### config.mk
export PLATFORM = sky130hd
export DESIGN_NAME = uart_rx_fe
export DESIGN_NICKNAME = d
export VERILOG_FILES = /design/src/rtl/uart_rx_pkg.sv /design/src/rtl/rx_line_sampler.sv /design/src/rtl/rx_frame_fsm.sv /design/src/rtl/rx_ctrl_reg.sv /design/src/rtl/uart_rx_fe.sv
export SDC_FILE = /design/constraint.sdc
export NUM_CORES = 1
export LEC_CHECK = 0
export CAP_MARGIN = 20
export CELL_PAD_IN_SITES_DETAIL_PLACEMENT = 0
export CELL_PAD_IN_SITES_GLOBAL_PLACEMENT = 1
export CORE_MARGIN = 4
export CORE_UTILIZATION = 54
export DETAILED_ROUTE_END_ITERATION = 7
export DONT_BUFFER_PORTS = 1
export PLACE_DENSITY_LB_ADDON = 0.1
export SLEW_MARGIN = 25
export SYNTH_ARGS = -nofsm -noshare
export SYNTH_HDL_FRONTEND = slang
export SYNTH_SLANG_ARGS = --single-unit
### constraint.sdc
create_clock -name clk -period 2.1 [get_ports clk]
set_input_delay 0.21 -clock clk [delete_from_list [all_inputs] [get_ports clk]]
set_output_delay 0.21 -clock clk [all_outputs]
set_load 0.05 [all_outputs]
### src/rtl/uart_rx_pkg.sv
package uart_rx_pkg;
  localparam int CSR_W = 8;
  localparam int BIT_FMT_HI = 7;
  localparam int BIT_FMT_LO = 6;
  localparam int BIT_RX_EN = 4;
  localparam int BIT_NINTH = 2;
  localparam int BIT_DONE = 0;

  typedef enum logic [1:0] {
    RX_IDLE  = 2'd0,
    RX_START = 2'd1,
    RX_DATA  = 2'd2,
    RX_STOP  = 2'd3
  } rx_state_t;
endpackage

### src/rtl/rx_line_sampler.sv
module rx_line_sampler #(
  parameter int SYNC_STAGES = 2
) (
  input  logic clk,
  input  logic rst_n,
  input  logic tick,
  input  logic rxd,
  output logic line_o,
  output logic fall_o,
  output logic vote_o
);
  logic [SYNC_STAGES-1:0] sync_q, sync_d;
  logic [1:0]             hist_q, hist_d;

  always_comb begin
    sync_d = {sync_q[SYNC_STAGES-2:0], rxd};
    line_o = sync_q[SYNC_STAGES-1];
    hist_d = tick ? {hist_q[0], line_o} : hist_q;
    fall_o = tick & hist_q[0] & ~line_o;
    vote_o = (line_o & hist_q[0]) | (line_o & hist_q[1]) | (hist_q[0] & hist_q[1]);
  end

  always_ff @(posedge clk or negedge rst_n) begin
    if (!rst_n) begin
      sync_q <= '1;
      hist_q <= '1;
    end else begin
      sync_q <= sync_d;
      hist_q <= hist_d;
    end
  end
endmodule

### src/rtl/rx_frame_fsm.sv
module rx_frame_fsm
  import uart_rx_pkg::*;
#(
  parameter int DATA_W = 8,
  parameter int OVS    = 16
) (
  input  logic              clk,
  input  logic              rst_n,
  input  logic              tick,
  input  logic              fall,
  input  logic              vote,
  input  logic [1:0]        mode,
  input  logic              rx_en,
  input  logic              fe_en,
  output logic              load_o,
  output logic [DATA_W-1:0] data_o,
  output logic              bit9_o,
  output logic              bad_stop_o
);
  localparam int CNT_W   = $clog2(OVS);
  localparam int VOTE_AT = OVS / 2 + 1;
  localparam int FRAME_W = DATA_W + 1;
  localparam int IDX_W   = $clog2(FRAME_W + 1);

  rx_state_t          state_q, state_d;
  logic [CNT_W-1:0]   cnt_q, cnt_d;
  logic [IDX_W-1:0]   idx_q, idx_d;
  logic [FRAME_W-1:0] sh_q, sh_d, frame_w;
  logic               nine_q, nine_d;
  logic [IDX_W-1:0]   last_idx;
  logic               at_vote, at_end;

  always_comb begin
    last_idx = nine_q ? IDX_W'(DATA_W) : IDX_W'(DATA_W - 1);
    at_vote  = tick && (cnt_q == CNT_W'(VOTE_AT));
    at_end   = tick && (cnt_q == CNT_W'(OVS - 1));
    frame_w  = sh_q;
    if (state_q == RX_DATA && at_vote) frame_w[idx_q] = vote;

    state_d    = state_q;
    cnt_d      = cnt_q;
    idx_d      = idx_q;
    sh_d       = sh_q;
    nine_d     = nine_q;
    load_o     = 1'b0;
    bad_stop_o = 1'b0;

    case (state_q)
      RX_IDLE: begin
        if (tick && fall && rx_en && (mode != 2'b00)) begin
          state_d = RX_START;
          cnt_d   = CNT_W'(1);
          idx_d   = '0;
          sh_d    = '0;
          nine_d  = mode[1];
        end
      end
      RX_START: begin
        if (tick) cnt_d = cnt_q + 1'b1;
        if (at_vote && vote) begin
          state_d = RX_IDLE;
        end else if (at_end) begin
          state_d = RX_DATA;
          idx_d   = '0;
        end
      end
      RX_DATA: begin
        if (tick) cnt_d = cnt_q + 1'b1;
        if (at_vote) begin
          sh_d = frame_w;
          if (idx_q == last_idx && !fe_en) load_o = 1'b1;
        end
        if (at_end) begin
          if (idx_q == last_idx) state_d = RX_STOP;
          else idx_d = idx_q + 1'b1;
        end
      end
      RX_STOP: begin
        if (tick) cnt_d = cnt_q + 1'b1;
        if (at_vote) begin
          state_d = RX_IDLE;
          if (fe_en) begin
            load_o     = 1'b1;
            bad_stop_o = ~vote;
          end
        end
      end
      default: state_d = RX_IDLE;
    endcase

    data_o = frame_w[DATA_W-1:0];
    bit9_o = nine_q & frame_w[DATA_W];
  end

  always_ff @(posedge clk or negedge rst_n) begin
    if (!rst_n) begin
      state_q <= RX_IDLE;
      cnt_q   <= '0;
      idx_q   <= '0;
      sh_q    <= '0;
      nine_q  <= 1'b0;
    end else begin
      state_q <= state_d;
      cnt_q   <= cnt_d;
      idx_q   <= idx_d;
      sh_q    <= sh_d;
      nine_q  <= nine_d;
    end
  end

  // completion point follows the detection setting
  a_r6_fe_load_in_stop: assert property (@(posedge clk) disable iff (!rst_n)
    (load_o && fe_en) |-> (state_q == RX_STOP));
  a_r6_nofe_load_in_data: assert property (@(posedge clk) disable iff (!rst_n)
    (load_o && !fe_en) |-> (state_q == RX_DATA));
  // disabled receiver never leaves idle
  a_r5_idle_hold: assert property (@(posedge clk) disable iff (!rst_n)
    (state_q == RX_IDLE && !rx_en) |=> (state_q == RX_IDLE));
  // a false start returns to idle
  a_r2_false_start: assert property (@(posedge clk) disable iff (!rst_n)
    (state_q == RX_START && at_vote && vote) |=> (state_q == RX_IDLE));
endmodule

### src/rtl/rx_ctrl_reg.sv
module rx_ctrl_reg
  import uart_rx_pkg::*;
#(
  parameter int DATA_W = 8
) (
  input  logic              clk,
  input  logic              rst_n,
  input  logic              wr,
  input  logic [CSR_W-1:0]  wdata,
  input  logic              fe_en,
  input  logic              load,
  input  logic [DATA_W-1:0] load_data,
  input  logic              load_b9,
  input  logic              bad_stop,
  output logic [CSR_W-1:0]  rdata,
  output logic [DATA_W-1:0] rbuf,
  output logic [1:0]        mode_o,
  output logic              rx_en_o
);
  logic              fmt_hi_q, fmt_hi_d;
  logic              fmt_lo_q, fmt_lo_d;
  logic              rx_en_q, rx_en_d;
  logic              b9_q, b9_d;
  logic              done_q, done_d;
  logic              ferr_q, ferr_d;
  logic [DATA_W-1:0] rbuf_q, rbuf_d;
  logic              accept;

  always_comb begin
    accept   = load & ~done_q;
    fmt_hi_d = fmt_hi_q;
    fmt_lo_d = fmt_lo_q;
    rx_en_d  = rx_en_q;
    b9_d     = b9_q;
    rbuf_d   = rbuf_q;
    done_d   = done_q;
    ferr_d   = ferr_q;

    if (wr) begin
      if (!fe_en) fmt_hi_d = wdata[BIT_FMT_HI];
      else if (!wdata[BIT_FMT_HI]) ferr_d = 1'b0;
      fmt_lo_d = wdata[BIT_FMT_LO];
      rx_en_d  = wdata[BIT_RX_EN];
      if (!wdata[BIT_DONE]) done_d = 1'b0;
    end
    if (accept) begin
      rbuf_d = load_data;
      b9_d   = load_b9;
      done_d = 1'b1;
      if (bad_stop) ferr_d = 1'b1;
    end

    rdata             = '0;
    rdata[BIT_FMT_HI] = fe_en ? ferr_q : fmt_hi_q;
    rdata[BIT_FMT_LO] = fmt_lo_q;
    rdata[BIT_RX_EN]  = rx_en_q;
    rdata[BIT_NINTH]  = b9_q;
    rdata[BIT_DONE]   = done_q;
    rbuf              = rbuf_q;
    mode_o            = {fmt_hi_q, fmt_lo_q};
    rx_en_o           = rx_en_q;
  end

  always_ff @(posedge clk or negedge rst_n) begin
    if (!rst_n) begin
      fmt_hi_q <= 1'b0;
      fmt_lo_q <= 1'b0;
      rx_en_q  <= 1'b0;
      b9_q     <= 1'b0;
      done_q   <= 1'b0;
      ferr_q   <= 1'b0;
      rbuf_q   <= '0;
    end else begin
      fmt_hi_q <= fmt_hi_d;
      fmt_lo_q <= fmt_lo_d;
      rx_en_q  <= rx_en_d;
      b9_q     <= b9_d;
      done_q   <= done_d;
      ferr_q   <= ferr_d;
      rbuf_q   <= rbuf_d;
    end
  end

  // error flag sticky unless a clearing write arrives
  a_r7_fe_sticky: assert property (@(posedge clk) disable iff (!rst_n)
    (ferr_q && !(wr && fe_en && !wdata[BIT_FMT_HI])) |=> ferr_q);
  a_r7_no_fe_when_off: assert property (@(posedge clk) disable iff (!rst_n)
    (!fe_en && !ferr_q) |=> !ferr_q);
  // receive-complete sticky unless written 0
  a_r10_done_sticky: assert property (@(posedge clk) disable iff (!rst_n)
    (done_q && !(wr && !wdata[BIT_DONE])) |=> done_q);
  // frames completing over a set flag are dropped
  a_r9_discard: assert property (@(posedge clk) disable iff (!rst_n)
    (load && done_q) |=> ($stable(rbuf_q) && $stable(b9_q)));
  // hidden format bit untouched while detection is on
  a_r8_hidden_fmt: assert property (@(posedge clk) disable iff (!rst_n)
    fe_en |=> $stable(fmt_hi_q));
endmodule

### src/rtl/uart_rx_fe.sv
module uart_rx_fe
  import uart_rx_pkg::*;
#(
  parameter int DATA_W      = 8,
  parameter int OVS         = 16,
  parameter int SYNC_STAGES = 2
) (
  input  logic              clk,
  input  logic              rst_n,
  input  logic              baud_tick16,
  input  logic              rxd,
  input  logic              fe_detect_en,
  input  logic              csr_wr,
  input  logic [CSR_W-1:0]  csr_wdata,
  output logic [CSR_W-1:0]  csr_rdata,
  output logic [DATA_W-1:0] rx_buf
);
  logic [1:0]        rst_sync_q;
  logic              rst_int_n;
  logic              line, fall, vote;
  logic [1:0]        mode;
  logic              rx_en;
  logic              load, b9, bad_stop;
  logic [DATA_W-1:0] data;

  always_ff @(posedge clk or negedge rst_n) begin
    if (!rst_n) rst_sync_q <= '0;
    else        rst_sync_q <= {rst_sync_q[0], 1'b1};
  end
  assign rst_int_n = rst_sync_q[1];

  rx_line_sampler #(.SYNC_STAGES(SYNC_STAGES)) u_sampler (
    .clk(clk), .rst_n(rst_int_n), .tick(baud_tick16), .rxd(rxd),
    .line_o(line), .fall_o(fall), .vote_o(vote)
  );

  rx_frame_fsm #(.DATA_W(DATA_W), .OVS(OVS)) u_fsm (
    .clk(clk), .rst_n(rst_int_n), .tick(baud_tick16), .fall(fall), .vote(vote),
    .mode(mode), .rx_en(rx_en), .fe_en(fe_detect_en),
    .load_o(load), .data_o(data), .bit9_o(b9), .bad_stop_o(bad_stop)
  );

  rx_ctrl_reg #(.DATA_W(DATA_W)) u_reg (
    .clk(clk), .rst_n(rst_int_n), .wr(csr_wr), .wdata(csr_wdata),
    .fe_en(fe_detect_en), .load(load), .load_data(data), .load_b9(b9),
    .bad_stop(bad_stop), .rdata(csr_rdata), .rbuf(rx_buf),
    .mode_o(mode), .rx_en_o(rx_en)
  );

  logic unused_line;
  assign unused_line = line;
endmodule

== Yosys cells after proc, flatten, opt, wreduce, memory -nomap -nowiden ==
Cells that the tools add are included.
Word-level totals
  logic and storage cells: 113
  output and inout port bits: 16
  bits of input ports: 14
  flip-flop bits (word level): 40
Operators by class
  order comparisons: 2
  multiplexer cells: 41
  bitwise operators: 13
  equal/unequal tests: 17
  reductions and logical operators: 23
  add/sub/neg operators: 2
Operator list (number)
  two-way mux 4 bit: 8
  two-way mux 9 bit: 3
  case mux 9 bit (2 select lines): 1
  two-way mux 1 bit: 17
  != test 2 x 1 -> 1 bit (second input constant): 7
  two-way mux 2 bit: 6
  case mux 4 bit (3 select lines): 1
  bitwise mux 9 bit: 1
  logical AND 1 bit: 9
  adder 4 x 1 -> 4 bit (second input constant): 2
  equality test 4 bit (second input constant): 2
  case mux 2 bit (4 select lines): 1
  case mux 4 bit (2 select lines): 1
  AND reduction 2 bit: 4
  AND 1 bit: 7
  != test 2 bit (second input constant): 3
  AND reduction 6 bit: 1
  nonzero test 2 bit: 3
  < comparator 4 x 5 -> 1 bit (second input constant): 1
  AND reduction 5 bit: 1
  demux 1 bit (select 4 bit): 1
  equality test 2 bit (second input constant): 2
  equality test 4 bit: 1
  greater-or-equal comparator 4 x 1 -> 1 bit (second input constant): 1
  10 further kinds: 14

== Logic depth before layout (Yosys ltp) ==
Gate-level depths: netlist of run 1.
  depth after elaboration: 9
  gate-level depth with buffers: 7

== Modules after synthesis ==
A second synthesis of run 1 with hierarchy kept.
Unflattened totals
  cell total of the unflattened synthesis: 210
  area, all modules: 2244.7 µm²
Modules (own cells, without submodules)
  rx_frame_fsm: cells an instance 154, area an instance 1382.6 µm², instances 1
  rx_ctrl_reg: cells an instance 45, area an instance 659.4 µm², instances 1
  rx_line_sampler: cells an instance 8, area an instance 148.9 µm², instances 1
  uart_rx_fe: cells an instance 3, area an instance 53.8 µm², instances 1

== Worst setup path before layout of run 1 ==
No wires, ideal clock.
  kind: register -> register
  start: register u_fsm.cnt_q[1]
  end: register u_reg.b9_q
  data required time: 1.975 ns
  setup time: 0.125 ns
  buffers on the path: 1
  period minus slack after synthesis: 1.779 ns
  setup slack: 0.321 ns
  data arrival time: 1.654 ns
  cell stages (with the launch flop): 8
  cell sequence: dfrtp_1 inv_1 ha_1 and4b_1 buf_6 nand4_1 o21ai_4 mux2_2
On the way
  cells in the longest elaborated chain, start to end: 5
  elaborated cells on any way between the ends: 9
  those cells by class: 1 x eq/ne; 4 x mux; 2 x bitwise; 2 x reduce/logical
Ends and longest elaborated chain
  from (decl): RTL line rx_frame_fsm.sv:26  | logic [CNT_W-1:0] cnt_q, cnt_d;
  from (signal assigned): RTL line rx_frame_fsm.sv:104  | cnt_q <= cnt_d;
  equality test 4 bit (*): RTL line rx_frame_fsm.sv:35  | at_vote = tick && (cnt_q == CNT_W'(VOTE_AT));
  logical AND 1 bit (*): RTL line rx_frame_fsm.sv:35
  two-way mux 1 bit (tied with other cells): RTL line rx_frame_fsm.sv:80  | if (at_vote) begin
  case mux 1 bit (2 select lines) / two-way mux 9 bit (equally long branches): RTL line rx_frame_fsm.sv:48, rx_frame_fsm.sv:38
  AND 1 bit, on equally long branches: RTL line rx_ctrl_reg.sv:30, rx_frame_fsm.sv:92
  to (signal assigned): RTL line rx_ctrl_reg.sv:69  | b9_q <= 1'b0;
  to (signal assigned): RTL line rx_ctrl_reg.sv:77  | b9_q <= b9_d;
  to (decl): RTL line rx_ctrl_reg.sv:23  | logic b9_q, b9_d;
Every way passes the cells marked *; elsewhere a longest branch is shown, timed or not.
A chain may end at the register's enable or synchronous reset.

== Worst setup path after layout of run 1 ==
  start: register u_fsm.cnt_q[1]
  end: register u_reg.rbuf_q[0], in the netlist u_reg.rbuf[0]
On the way
  cells in the longest elaborated chain, start to end: 5
  elaborated cells on any way between the ends: 8
  those cells by class: 1 x eq/ne; 4 x mux; 1 x bitwise; 2 x reduce/logical
Ends and longest elaborated chain
  equality test 4 bit (*): RTL line rx_frame_fsm.sv:35
  logical AND 1 bit (*): RTL line rx_frame_fsm.sv:35
  two-way mux 1 bit, on equally long branches: RTL line rx_frame_fsm.sv:80, rx_frame_fsm.sv:69
  case mux 1 bit (2 select lines): RTL line rx_frame_fsm.sv:48  | case (state_q)
  AND 1 bit: RTL line rx_ctrl_reg.sv:30  | accept = load & ~done_q;
  to (signal assigned): RTL line rx_ctrl_reg.sv:80  | rbuf_q <= rbuf_d;
  to (decl): RTL line rx_ctrl_reg.sv:26  | logic [DATA_W-1:0] rbuf_q, rbuf_d;
Marked as above.

==> results of run 1 <==
## flip-flops by register name, indices dropped and copies added (netlist names), 2 cells and up, named ones only
signal            count
u_fsm.sh_q            9
u_fsm.cnt_q           4
u_reg.rbuf            8
u_fsm.idx_q           4
u_sampler.sync_q      2
u_sampler.hist_q      2
rst_sync_q            2
## path summary, 6_finish.rpt
path / start / to / slack (ns)
max in group asynchronous: rst_sync_q[1]$_DFF_PN0_ / u_sampler.sync_q[0]$_DFF_PN1_ / 1.46
worst max register to register: u_fsm.cnt_q[1]$_DFFE_PN0P_ / u_reg.rbuf[0]$_DFFE_PN0P_ / 0.21
min in group asynchronous: rst_n / rst_sync_q[0]$_DFF_PN0_ / 0.15
worst min register to register: rst_sync_q[1]$_DFF_PN0_ / u_fsm.sh_q[4]$_DFFE_PN0P_ / 0.28
worst max-delay path: u_fsm.cnt_q[1]$_DFFE_PN0P_ / u_reg.rbuf[0]$_DFFE_PN0P_ / 0.21
worst min-delay path: csr_wdata[6] / u_reg.fmt_lo_q$_DFFE_PN0P_ / 0.08
## layout make-up
cell class / count / share of cell area (%)
multi-input combinational: 138 / 46.2
sequential: 40 / 42.4
clock buffer: 6 / 3.06
timing repair buffer: 9 / 3.06
tap: 50 / 2.64
clock inverter: 2 / 1.48
inverter: 7 / 1.11
## layer usage
layer  track usage [%]  vias to the layer above  routed length (µm)
met5                 0                        -                   0
met4              7.72                        0                  22
met3              3.60                        2                 150
met2              27.5                       22                2020
met1              26.4                      769                1880
li1                  -                      711                   -
## logic make-up (layout without fill, tap and decap cells)
group,after synthesis,count (layout),share of synthesized area [%]
other cells,2,4,0.336
xor+xnor,2,2,0.784
simple gates,61,61,17.1
fa+ha+maj,7,7,3.81
mux,27,27,14.1
compound gates,37,37,12.6
flops,40,40,45.0
buf+inv,22,24,6.27
## through the flow
step | cell area [µm²] | utilization (%) | setup slack [ns] | power [mW]
6_report | 2370 | 59.2 | 0.210 | 2.00
5_1_grt | 2370 | 59.2 | 0.0725 | 2.13
4_1_cts | 2370 | 59.2 | 0.197 | 2.02
3_5_place_dp | 2240 | 56.1 | 0.226 | 1.41
3_3_place_gp | 2240 | 56.1 | 0.237 | 1.39
2_1_floorplan | 2240 | - | 0.321 | 1.34
## power groups by stage
| stage | Clock (mW) | Combinational (mW) | Sequential (mW) |
|---|---|---|---|
| 2_1_floorplan | 0 | 0.388 | 0.950 |
| 3_3_place_gp | 0 | 0.378 | 1.01 |
| 3_5_place_dp | 0 | 0.390 | 1.02 |
| 4_1_cts | 0.627 | 0.396 | 1.00 |
| 5_1_grt | 0.670 | 0.445 | 1.02 |
| 6_report | 0.604 | 0.390 | 1.00 |
## cell usage after synthesis (all sizes together) (2+ instances only)
cell	number
nor4b	2
nor2b	3
nand2b	3
and3	2
conb	2
o22a	2
a211oi	4
inv	7
buf	15
dfrtp	36
nand3	9
mux2	25
o21ai	13
dfstp	4
nand4b	2
mux2i	2
xor2	2
ha	6
a21oi	2
a22o	5
nor3	3
nor2	8
and2	6
nand4	7
nand2	11
and4b	2
## placed cells by master (no fill, tap or decap), types with 6 or more instances in the layout
| cell type | instances |
|---|---|
| mux2_2 | 25 |
| nand3_1 | 9 |
| and2_1 | 6 |
| buf_4 | 7 |
| inv_1 | 7 |
| o21ai_0 | 12 |
| nand4_1 | 7 |
| dfrtp_1 | 36 |
| nor2_1 | 8 |
| ha_1 | 6 |
| nand2_1 | 11 |
==> flow_summary_export.csv, run 1 <==
group,metric,value,unit
worst_setup_path,cpLargestDelayFamily,"flip-flops",
worst_setup_path,slowest_stage,"dfrtp_1",
drt,drtAntennaViolNets,0,
die,initial_core_util,55.8,%
clock_network,ctsRootBufferMaster,"clkbuf_8",
power,clockPowerShare,30.3,%
worst_hold_path,hold_path.class,"primary input to flop",
drt,route.detailed.drc,0,
clock_network,cts_max_path_buffers,2,
drt,initialDrtViolationCount,70,
clock_network,post_cts.repair.setup_buffers,0,
die,fp.dieH,72.3,µm
sta,drv_slew,0,
grt,overflow,0,
yosys,synth_edf_count,0,
yosys,syn_area_per_cell,11.3,µm²
yosys,yosys_most_used_dff,"dfrtp_1",
sta,setup_viol,0,
die,ios,30,
yosys,synth-seq-area-share,45.0,%
worst_setup_path,end_kind,"flop",
drt,wl_per_cell,16.2,µm
grt,grt_pass1_vias,1519,
sta,finalClockSkew,0.00874,ns
clock_network,cts_sinks,40,
power,power_frac_comb,19.5,%
die,fp.dieW,72.3,µm
yosys,synth.top_cell.area_share,40.3,%
drt,vias,1504,
run,cap_viol_max_count,0,
sta,whs,0.0792,ns
worst_setup_path,reg2regPathDepth,6,
clock_network,cts_buffers,5,
layout,area_growth,6.11,%
layout,layout.nets,221,
grt,grt_util_all_layers,18.5,%
layout,multiInputGateArea,0.00109,mm²
yosys,ys_top_cells_by_area,"dfrtp_1 40%, mux2_2 13%, dfstp_2 4.7%",
worst_setup_path,crit_cells,6,
sta,fin_crit_sh,90.0,%
clock_network,cts_tree,"done",
placed_design,dp_hpwl,2940,µm
layout,fin_cells,252,
worst_setup_path,start_kind,"flop",
sta,rsz0062_at_grt,"no",
yosys,yosys_warnings,0,
power,leakage,1.03,nW
clock_network,insertion_delay,0.29,ns
power,p_int,1.38,mW
sta,setup_tns,0,ns
drt,dr.pass1.iters,4,
grt,antenna_found_initial,0,
worst_setup_path,cp.required,2.27,ns
sta,hold_violations,0,
grt,grt_pass1_wl,7450,µm
worst_hold_path,min_delay_path_depth,1,
die,rows,23,
clock_network,h-tree-depth,2,
yosys,synth_cell_type_count,47,
clock_network,clk_pin_slew,0.07,ns
worst_setup_path,critPathMaxStageDelay,0.40,ns
run_status,status,"complete, no violations",
placed_design,dp_cells,242,
placed_design,gp_congestion,0.788,
worst_setup_path,worstPathArrival,2.06,ns
layout,drive_gt1_share,26.2,%
yosys,synthArstFlopShare,100,%
layout,nFillCells,349,
power,switching_share,30.6,%
power,powerDensity,842,mW/mm²
sta,fmax,0.529,GHz
layout,antenna_cells,0,
power,p_sw,611,µW
yosys,netlist_instances,198,
layout,register_area,0.00101,mm²
worst_setup_path,path_cells,"inv_1 > ha_1 > and4b_1 > nand3_1 > o21ai_4 > mux2_2",
yosys,yosys.area.top_type,"dfrtp_1",
yosys,synth_seq_cells,40,
die,core-area,0.00400,mm²
drt,wl,4080,µm
sta,tightestPinTransition,0.563,ns
die,dieArea,0.00523,mm²
clock_network,cts_hold_buf,2,
drt,viasPerCell,5.97,
placed_design,portBuffers,0,
sta,min_period,1.89,ns
grt,grt_max_degree,39,
yosys,synth_area,0.00223,mm²
power,seq_power_share,50.2,%
power,ir_drop,418,µV
worst_setup_path,path_max_fanout,10,
clock_network,post_cts_resized,0,
sta,max-slew-margin-rel,62.5,%
worst_setup_path,path_class,"flop to flop",
worst_setup_path,path_buf_inv,1,
Power figures use the tool's default switching activity.
==> run 2, diff against run 1 <==
--- a/config.mk
+++ b/config.mk
@@ -5,13 +5,13 @@
 export SDC_FILE = /design/constraint.sdc
 export NUM_CORES = 1
 export LEC_CHECK = 0
+export BUFFER_PORTS_ARGS = -buffer_cell sky130_fd_sc_hd__buf_2
 export CAP_MARGIN = 20
 export CELL_PAD_IN_SITES_DETAIL_PLACEMENT = 0
 export CELL_PAD_IN_SITES_GLOBAL_PLACEMENT = 1
 export CORE_MARGIN = 4
-export CORE_UTILIZATION = 54
+export CORE_UTILIZATION = 49
 export DETAILED_ROUTE_END_ITERATION = 7
-export DONT_BUFFER_PORTS = 1
 export PLACE_DENSITY_LB_ADDON = 0.1
 export SLEW_MARGIN = 25
 export SYNTH_ARGS = -nofsm -noshare
==> flow_summary_export.csv, run 2 (synthesis gave the netlist of run 1 again) <==
group,metric,value,unit
run_status,status,"complete, no violations",
layout,layout_common_cells,"36 x dfrtp_1, 25 x mux2_2, 22 x buf_2, 12 x o21ai_0, 11 x nand2_1",
clock_network,cts_buffers,5,
clock_network,cts_tree,"done",
die,fp.dieW,75.5,µm
sta,hold_violations,0,
grt,grt_max_degree,39,
sta,min_period,1.93,ns
sta,fin_crit_sh,92.1,%
run,cap_viol_max_count,0,
placed_design,portBuffers,22,
clock_network,h-tree-depth,2,
worst_setup_path,start_kind,"flop",
layout,final_common_cell,"dfrtp_1",
clock_network,ctsRootBufferMaster,"clkbuf_8",
die,fp.dieH,75.5,µm
drt,vias,1543,
power,powerDensity,857,mW/mm²
layout,largest_register_ffs,9,
worst_setup_path,worstPathArrival,2.11,ns
worst_setup_path,path_max_fanout,11,
sta,fmax,0.517,GHz
layout,final_util,56.0,%
grt,grt_pass1_vias,1505,
sta,max-slew-margin-rel,61.1,%
layout,antenna_cells,0,
layout,area_growth,9.86,%
drt,drtAntennaViolNets,0,
drt,wl_per_cell,16.4,µm
worst_hold_path,hold_path.class,"primary input to flop",
sta,tightestPinTransition,0.584,ns
grt,grt_util_all_layers,17.6,%
power,ir_drop,433,µV
layout,layout.nets,237,
layout,nFillCells,383,
sta,setup_tns,0,ns
sta,setup_viol,0,
drt,initialDrtViolationCount,95,
clock_network,clk_pin_slew,0.09,ns
grt,antenna_found_initial,0,
die,rows,24,
layout,drive_gt1_share,32.6,%
worst_setup_path,path_cells,"ha_1 > and4b_1 > buf_4 > nand4_1 > mux2_2 > mux2_2",
sta,finalClockSkew,0.0141,ns
worst_setup_path,path_class,"flop to flop",
placed_design,gp_congestion,0.821,
drt,wl,4420,µm
drt,route.detailed.drc,0,
worst_setup_path,crit_path_frequent_cell,"mux2_2",
die,dieArea,0.00570,mm²
placed_design,dp_hpwl,3090,µm
drt,viasPerCell,5.71,
die,ios,30,
drt,dr.pass1.iters,4,
sta,rsz0062_at_grt,"no",
die,initial_core_util,50.9,%
worst_setup_path,slowest_stage,"dfrtp_1",
sta,drv_slew,0,
power,leakage,1.12,nW
worst_setup_path,end_kind,"flop",
grt,grt_pass1_wl,7530,µm
worst_setup_path,critPathMaxStageDelay,0.44,ns
layout,top_register,"u_fsm.sh_q",
clock_network,cts_sinks,40,
clock_network,insertion_delay,0.30,ns
layout,register_area,0.00101,mm²
worst_setup_path,cp.required,2.27,ns
grt,overflow,0,
die,core-area,0.00438,mm²
clock_network,cts_max_path_buffers,2,
layout,multiInputGateArea,0.00109,mm²
run 2: area by class of cell:
type | instances | area share [%]
tap | 52 | 2.65
clock buffer | 7 | 3.93
clock inverter | 1 | 1.22
multi-input combinational | 138 | 44.6
inverter | 7 | 1.07
timing repair buffer | 25 | 5.51
sequential | 40 | 41.0
run 2: what timing repair did:
action | CTS | global route
setup buffers | 0 | 0
hold buffers | 1 | 0
hold endpoints to repair | 2 | 0
gates resized for setup | 0 | 0
run 2: per-stage QoR:
stage,power (mW),hold WS [ns],cell area [µm²],setup slack [ns],cells
after global routing,2.21,0.00269,2450,0.0436,270
after global placement,1.40,-0.00647,2320,0.221,261
after CTS,2.12,0.00207,2450,0.148,270
after floorplan,1.34,-0.0856,2240,0.321,200
final,2.10,0.0147,2450,0.165,270
after detailed placement,1.42,-0.00343,2320,0.172,261
run 2: routing by layer:
layer	part of all wire, %	global-route usage (%)	vias to the layer above
li1	-	-	742
met1	48	25.2	759
met2	47	26.7	36
met3	3.9	3.56	6
met4	1.2	5.83	0
met5	0	0	-
run 2: critical path, delay by kind of cell, from the launching register on:
family	cells	cell delay [ns]
buffers and inverters	1	0.18
and+or+nand+nor	2	0.33
DFF	1	0.44
adders and majority gates	1	0.24
muxes	2	0.61
run 2: path summary, 6_finish.rpt:
kind,from,end,slack [ns],cells after the start
min in group asynchronous,rst_n,rst_sync_q[1]$_DFF_PN0_,0.23,2
max,u_fsm.cnt_q[0]$_DFFE_PN0P_,u_reg.rbuf[4]$_DFFE_PN0P_,0.17,6
max reg2reg,u_fsm.cnt_q[0]$_DFFE_PN0P_,u_reg.rbuf[4]$_DFFE_PN0P_,0.17,6
min,rxd,u_sampler.sync_q[0]$_DFF_PN1_,0.01,1
min reg2reg,rst_sync_q[1]$_DFF_PN0_,u_fsm.sh_q[8]$_DFFE_PN0P_,0.29,1
max in group asynchronous,rst_sync_q[1]$_DFF_PN0_,u_sampler.sync_q[1]$_DFF_PN1_,1.45,1
run 2: report_power, final:
part | internal [mW] | switching, mW
combinational | 0.170 | 0.244
clock | 0.420 | 0.278
sequential | 0.865 | 0.126
